===== src/rtl/dvfs_pkg.sv =====
package dvfs_pkg;

    localparam int FCODE_W       = 5;
    localparam int VCODE_W       = 5;
    localparam int FREQ_BASE_MHZ = 200;
    localparam int FREQ_STEP_MHZ = 33;
    localparam int FREQ_CEIL_MHZ = 700;
    localparam int FCODE_MAX     = (FREQ_CEIL_MHZ - FREQ_BASE_MHZ) / FREQ_STEP_MHZ;
    localparam int NUM_PTS       = FCODE_MAX + 1;
    localparam int VCODE_TOP     = (1 << VCODE_W) - 1;

    typedef enum logic [2:0] {
        ST_BOOT,
        ST_IDLE,
        ST_RAISE_V,
        ST_RAISE_F,
        ST_LOWER_F,
        ST_LOWER_V
    } seq_state_e;

    typedef struct packed {
        logic [FCODE_W-1:0] fc;
        logic [VCODE_W-1:0] vc;
    } op_point_t;

    function automatic logic [VCODE_W-1:0] vmin_default(input int k);
        int v;
        v = 2 * k + 1;
        if (v > VCODE_TOP) v = VCODE_TOP;
        return VCODE_W'(v);
    endfunction

    function automatic logic fcode_legal(input logic [FCODE_W-1:0] c);
        return c <= FCODE_W'(FCODE_MAX);
    endfunction

endpackage


===== src/rtl/dvfs_vmin_table.sv =====
module dvfs_vmin_table #(
    parameter int DEPTH = dvfs_pkg::NUM_PTS,
    parameter int VW    = dvfs_pkg::VCODE_W,
    localparam int AW   = $clog2(DEPTH)
) (
    input  logic          clk,
    input  logic          rst,
    input  logic          we,
    input  logic [AW-1:0] waddr,
    input  logic [VW-1:0] wdata,
    input  logic [AW-1:0] raddr,
    output logic [VW-1:0] rdata
);
    logic [DEPTH-1:0][VW-1:0] ent;

    for (genvar i = 0; i < DEPTH; i++) begin : g_ent
        always_ff @(posedge clk) begin
            if (rst)
                ent[i] <= VW'(dvfs_pkg::vmin_default(i));
            else if (we && waddr == AW'(i))
                ent[i] <= wdata;
        end
    end

    assign rdata = ent[raddr];
endmodule


===== src/rtl/dvfs_wait_timer.sv =====
module dvfs_wait_timer #(
    parameter int TW = 16
) (
    input  logic          clk,
    input  logic          rst,
    input  logic          restart,
    input  logic [TW-1:0] limit,
    output logic          expire
);
    logic [TW-1:0] cnt;

    always_ff @(posedge clk) begin
        if (rst || restart)
            cnt <= '0;
        else if (cnt != {TW{1'b1}})
            cnt <= cnt + 1'b1;
    end

    // Expires on the limit-th edge after the restart edge.
    assign expire = ({1'b0, cnt} + 1'b1) >= {1'b0, limit};
endmodule


===== src/rtl/dvfs_seq_fsm.sv =====
module dvfs_seq_fsm
    import dvfs_pkg::*;
(
    input  logic               clk,
    input  logic               rst,
    input  logic               req_valid,
    input  logic [FCODE_W-1:0] req_fc,
    input  logic               hold_volt,
    input  logic [VCODE_W-1:0] tbl_vmin,
    input  logic               settle_ack,
    input  logic               lock_ack,
    input  logic               tmo_expire,
    input  logic               err_clr,
    output op_point_t          cur_pt,
    output seq_state_e         state_q,
    output logic               tmr_restart,
    output logic               done,
    output logic               reject,
    output logic               err
);
    seq_state_e state_d;
    op_point_t  cur_d, tgt_q, tgt_d, prev_q, prev_d;
    logic       done_d, reject_d, err_set;
    logic [VCODE_W-1:0] want_v;

    assign want_v = hold_volt ? cur_pt.vc : tbl_vmin;

    always_comb begin
        state_d  = state_q;
        cur_d    = cur_pt;
        tgt_d    = tgt_q;
        prev_d   = prev_q;
        done_d   = 1'b0;
        reject_d = 1'b0;
        err_set  = 1'b0;
        unique case (state_q)
            ST_BOOT: begin
                if (lock_ack) state_d = ST_IDLE;
            end
            ST_IDLE: begin
                if (req_valid) begin
                    if (!fcode_legal(req_fc)) begin
                        reject_d = 1'b1;
                    end else begin
                        tgt_d  = '{fc: req_fc, vc: want_v};
                        prev_d = cur_pt;
                        if (req_fc == cur_pt.fc && want_v == cur_pt.vc) begin
                            done_d = 1'b1;
                        end else if (req_fc >= cur_pt.fc) begin
                            if (want_v != cur_pt.vc) begin
                                cur_d.vc = want_v;
                                state_d  = ST_RAISE_V;
                            end else begin
                                cur_d.fc = req_fc;
                                state_d  = ST_RAISE_F;
                            end
                        end else begin
                            cur_d.fc = req_fc;
                            state_d  = ST_LOWER_F;
                        end
                    end
                end
            end
            ST_RAISE_V: begin
                if (settle_ack) begin
                    if (tgt_q.fc != cur_pt.fc) begin
                        cur_d.fc = tgt_q.fc;
                        state_d  = ST_RAISE_F;
                    end else begin
                        done_d  = 1'b1;
                        state_d = ST_IDLE;
                    end
                end else if (tmo_expire) begin
                    cur_d.vc = prev_q.vc;
                    err_set  = 1'b1;
                    state_d  = ST_IDLE;
                end
            end
            ST_RAISE_F: begin
                if (lock_ack) begin
                    done_d  = 1'b1;
                    state_d = ST_IDLE;
                end else if (tmo_expire) begin
                    cur_d.fc = prev_q.fc;
                    err_set  = 1'b1;
                    state_d  = ST_IDLE;
                end
            end
            ST_LOWER_F: begin
                if (lock_ack) begin
                    if (tgt_q.vc != cur_pt.vc) begin
                        cur_d.vc = tgt_q.vc;
                        state_d  = ST_LOWER_V;
                    end else begin
                        done_d  = 1'b1;
                        state_d = ST_IDLE;
                    end
                end else if (tmo_expire) begin
                    cur_d.fc = prev_q.fc;
                    err_set  = 1'b1;
                    state_d  = ST_IDLE;
                end
            end
            ST_LOWER_V: begin
                if (settle_ack) begin
                    done_d  = 1'b1;
                    state_d = ST_IDLE;
                end else if (tmo_expire) begin
                    cur_d.vc = prev_q.vc;
                    err_set  = 1'b1;
                    state_d  = ST_IDLE;
                end
            end
            default: state_d = ST_BOOT;
        endcase
    end

    assign tmr_restart = (state_d != state_q);

    always_ff @(posedge clk) begin
        if (rst) begin
            state_q <= ST_BOOT;
            cur_pt  <= '{fc: '0, vc: vmin_default(0)};
            tgt_q   <= '{fc: '0, vc: vmin_default(0)};
            prev_q  <= '{fc: '0, vc: vmin_default(0)};
            done    <= 1'b0;
            reject  <= 1'b0;
            err     <= 1'b0;
        end else begin
            state_q <= state_d;
            cur_pt  <= cur_d;
            tgt_q   <= tgt_d;
            prev_q  <= prev_d;
            done    <= done_d;
            reject  <= reject_d;
            err     <= (err && !err_clr) || err_set;
        end
    end
endmodule


===== src/rtl/dvfs_seq_ctrl.sv =====
module dvfs_seq_ctrl #(
    parameter int TMO_W = 16,
    localparam int FW   = dvfs_pkg::FCODE_W,
    localparam int VW   = dvfs_pkg::VCODE_W,
    localparam int AW   = $clog2(dvfs_pkg::NUM_PTS)
) (
    input  logic             clk,
    input  logic             rst,
    input  logic             req_valid,
    input  logic [FW-1:0]    req_fcode,
    input  logic             hold_volt,
    input  logic             tbl_we,
    input  logic [FW-1:0]    tbl_addr,
    input  logic [VW-1:0]    tbl_wdata,
    input  logic [TMO_W-1:0] tmo_limit,
    input  logic             settle_ack,
    input  logic             lock_ack,
    input  logic             err_clr,
    output logic [FW-1:0]    freq_code,
    output logic [VW-1:0]    volt_code,
    output logic             ready,
    output logic             busy,
    output logic             done,
    output logic             reject,
    output logic             err
);
    import dvfs_pkg::*;

    op_point_t  cur_pt;
    seq_state_e state_q;
    logic       tmr_restart, tmo_expire, tbl_wr_ok;
    logic [VW-1:0] tbl_vmin;

    assign ready     = (state_q == ST_IDLE);
    assign busy      = (state_q == ST_RAISE_V) || (state_q == ST_RAISE_F) ||
                       (state_q == ST_LOWER_F) || (state_q == ST_LOWER_V);
    assign tbl_wr_ok = tbl_we && ready && fcode_legal(tbl_addr);

    dvfs_vmin_table #(.DEPTH(NUM_PTS), .VW(VW)) u_table (
        .clk   (clk),
        .rst   (rst),
        .we    (tbl_wr_ok),
        .waddr (tbl_addr[AW-1:0]),
        .wdata (tbl_wdata),
        .raddr (req_fcode[AW-1:0]),
        .rdata (tbl_vmin)
    );

    dvfs_wait_timer #(.TW(TMO_W)) u_timer (
        .clk     (clk),
        .rst     (rst),
        .restart (tmr_restart),
        .limit   (tmo_limit),
        .expire  (tmo_expire)
    );

    dvfs_seq_fsm u_fsm (
        .clk         (clk),
        .rst         (rst),
        .req_valid   (req_valid),
        .req_fc      (req_fcode),
        .hold_volt   (hold_volt),
        .tbl_vmin    (tbl_vmin),
        .settle_ack  (settle_ack),
        .lock_ack    (lock_ack),
        .tmo_expire  (tmo_expire),
        .err_clr     (err_clr),
        .cur_pt      (cur_pt),
        .state_q     (state_q),
        .tmr_restart (tmr_restart),
        .done        (done),
        .reject      (reject),
        .err         (err)
    );

    assign freq_code = cur_pt.fc;
    assign volt_code = cur_pt.vc;
endmodule


===== config.mk =====
export PLATFORM = sky130hd
export DESIGN_NAME = dvfs_seq_ctrl
export DESIGN_NICKNAME = d
export VERILOG_FILES = /design/src/rtl/dvfs_pkg.sv /design/src/rtl/dvfs_vmin_table.sv /design/src/rtl/dvfs_wait_timer.sv /design/src/rtl/dvfs_seq_fsm.sv /design/src/rtl/dvfs_seq_ctrl.sv
export SDC_FILE = /design/constraint.sdc
export NUM_CORES = 1
export LEC_CHECK = 0
export BUFFER_PORTS_ARGS = -buffer_cell sky130_fd_sc_hd__clkbuf_2
export CORE_MARGIN = 2
export CORE_UTILIZATION = 30
export CTS_CLUSTER_DIAMETER = 200
export DETAILED_ROUTE_END_ITERATION = 6
export MAX_ROUTING_LAYER = met4
export PLACE_DENSITY = 0.54
export SYNTH_ARGS = -nofsm -noshare
export SYNTH_HDL_FRONTEND = slang
export SYNTH_SLANG_ARGS = --single-unit

===== constraint.sdc =====
create_clock -name clk -period 9.9 [get_ports clk]
set_clock_uncertainty 0.05 [all_clocks]
set_input_delay 0.495 -clock clk [delete_from_list [all_inputs] [get_ports clk]]
set_output_delay 0.495 -clock clk [all_outputs]
set_load 0.01 [all_outputs]

==> qor.yml <==
clock_network:
  clk-insertion-delay-late_ps: 430
  cts-root-buf: "clkbuf_16"
  cts_hold_buffers: 0
  numCtsBuffers: 17
  clk_path_buf_depth: 2
  cts_resized: 0
  clk_pin_slew_worst_paths_ps: 60
  htree_num_levels: 4
  postCtsSetupBuffers: 0
  cts_tree: "yes"
  clkSinkCount: 132
setup_path:
  cp_max_fo: 6
  reg2reg_slack_ps: 5800
  crit_end: "u_fsm.cur_pt[3]"
  rr_endpoint: "u_fsm.cur_pt[3]"
  arrival_ps: 4350
  cp-end-kind: "register"
  r2r_cells: 15
  r2r-start: "u_timer.cnt[0]"
  cp-start-kind: "register"
  critical_path_required_ps: 10160
  crit_start: "u_timer.cnt[0]"
  worstSetupPathType: "reg -> reg"
detailed_routing:
  routed-via-count: 6004
  drt-wirelength-per-cell_um: 15.9
  drt-pass1-iter-count: 5
  drt_iter0_drc: 329
  finalWirelength_mm: 19.1
  post-route-drc-count: 0
  viasPerCell: 4.99
  antenna_left: 0
synthesis:
  synth_flop_cell: "dfxtp_1"
  syn_area_per_cell_um2: 8.49
  synth_edf_count: 0
  synth.distinct_cells: 56
  synth_cells: 845
  netlist_area_mm2: 0.00717
  async_flop_share_pct: 0
  seq_area_frac_synth_pct: 36.8
  synth-seq-cells: 132
  yosysWarnings: 0
  syn_nets: 906
sta:
  setup_viol: 0
  fin_ws_ps: 5800
  slew_headroom_pct: 33.8
  tightestPinTransition_ps: 993
  fin_crit_ps: 4100
  fmax_mhz: 244
  setup_tns_ps: 0
  rsz0062_at_grt: "false"
  hold_ws_ps: 274
  hold_viol: 0
  fin_crit_sh_pct: 41.4
  slew_viol_final: 0
placement:
  dpl_worst_slack_ps: 5800
  numPortBuffers: 53
  gp_congestion: 0.803
  place_area_mm2: 0.00762
  hpwl_mm: 13.5
floorplanning:
  die_area_mm2: 0.0252
  start_util_pct: 30.6
  fp.dieH_um: 159
  die_width_um: 159
  ios: 54
  row_count: 56
  core_area_mm2: 0.0235
layout:
  n_antenna_cell: 0
  fillerInstances: 2440
  final_common_cell: "dfxtp_1"
  layout_common_cells: "dfxtp_1 (132), nor2_1 (126), nand2_1 (75)"
  syn_to_final_growth_pct: 14.8
  drive_gt1_share_pct: 12.3
  fin_nets: 932
  finalInstanceArea_mm2: 0.00824
global_routing:
  grt.total_usage_pct: 16.5
  grt_pass1_vias: 5825
  grt_first_pass_wirelength_mm: 31.3
  antenna_found_initial: 0
  grt_overflow: 0
  grt_max_degree: 96
power:
  vdd_drop_max_mv: 0.0976
  p_leak_uw: 0.00338
  power_density_mw_per_mm2: 163
status:
  status: "complete, no violations"
job:
  max_cap_violations: 0
hold_path:
  holdPathStages: 3
  hp-class: "in -> reg"
==> layout make-up <==
cell class	instances	area (um2)	share of cell area [%]
Clock buffer	17	425	5.17
Clock inverter	15	188	2.28
Inverter	35	131	1.60
Multi-Input combinational cell	628	4150	50.4
Sequential cell	132	2640	32.1
Tap cell	319	399	4.85
Timing Repair Buffer	57	298	3.62
==> critical path, cell delays in order (launching register included) <==
cell and delay [ps]:
dfxtp_1 400, ha_1 200, and3_1 220, nand4_1 240, nand2b_1 240, xnor2_1 190, ha_1 270, a21o_1 180
a21oi_1 160, o21ai_0 110, a21oi_1 210, o21ai_0 360, a22oi_1 280, o22ai_1 130, a21oi_2 340, mux2_2 380
==> where the power goes <==
| group | switching (uW) | leakage, uW | internal [uW] |
|---|---|---|---|
| sequential | 10.8 | 0.00107 | 538 |
| combinational | 85.9 | 0.00202 | 48.0 |
| clock | 273 | 0.000292 | 383 |
| total | 370 | 0.00338 | 969 |
==> worst min path at each step <==
stage | from | endpoint | slack [ps]
floorplan | u_table.ent[44] | u_table.ent[44] | 380
global placement | u_table.ent[64] | u_table.ent[64] | 390
detailed placement | u_fsm.prev_q[3] | u_fsm.prev_q[3] | 400
CTS | req_valid | u_fsm.reject | 260
global route | req_valid | u_fsm.reject | 290
finish | req_valid | u_fsm.reject | 270
==> metal layers <==
metal | GRT usage (%) | vias up | share of wire, %
met4 | 4.85 | 0 | 1.3
li1 | - | 3021 | -
met2 | 26.4 | 118 | 47
met1 | 21.5 | 2846 | 48
met5 | - | - | 0
met3 | 2.86 | 19 | 3.7
==> logic make-up (layout without fill, tap and decap cells) <==
logic type,after synthesis,count (layout),share of synthesized area (%)
AOI/OAI and AO/OA,170,170,17.0
xor gates and xnor gates,27,27,3.30
adders and majority gates,22,22,3.84
buffers and inverters,85,124,5.27
DFF,132,132,36.8
muxes,83,83,12.6
and+or+nand+nor,326,326,21.2
==> stage by stage <==
| stage | instances | total power (uW) | util [%] |
|---|---|---|---|
| floorplan | 845 | 655 | - |
| global placement | 1171 | 695 | 32.5 |
| detailed placement | 1171 | 695 | 32.5 |
| CTS | 1203 | 1350 | 35.1 |
| global route | 1203 | 1390 | 35.1 |
| finish | 1203 | 1340 | 35.1 |
==> sequential cells by signal (all words and copies together) (netlist names), 3 cells and up <==
name	cells
u_fsm.cur_pt	10
u_fsm.prev_q	10
u_fsm.state_q	3
u_fsm.tgt_q	10
u_table.ent	80
u_timer.cnt	16
==> cell usage after synthesis (all sizes together), types with 3 or more instances <==
master | instances | share of area [%]
and3 | 8 | 0.70
a21o | 11 | 1.2
o21ai | 12 | 0.84
xnor2 | 13 | 1.6
mux4 | 5 | 1.6
buf | 12 | 1.4
a211o | 41 | 5.0
a22oi | 9 | 0.94
a31oi | 4 | 0.35
nand3 | 19 | 1.3
or3 | 3 | 0.26
o221ai | 8 | 1.1
inv | 33 | 1.7
nand3b | 4 | 0.42
and2 | 6 | 0.52
nand2b | 15 | 1.3
mux2 | 9 | 1.4
nor2b | 42 | 3.7
a21oi | 52 | 3.9
o211ai | 8 | 0.84
mux2i | 69 | 9.6
nor2 | 126 | 6.6
o22ai | 7 | 0.61
a2111oi | 4 | 0.49
clkbuf | 38 | 2.0
nand4 | 5 | 0.44
nor3 | 15 | 1.0
ha | 22 | 3.8
xor2 | 14 | 1.7
nand2 | 75 | 3.9
dfxtp | 132 | 37
Power figures use the tool's default switching activity.
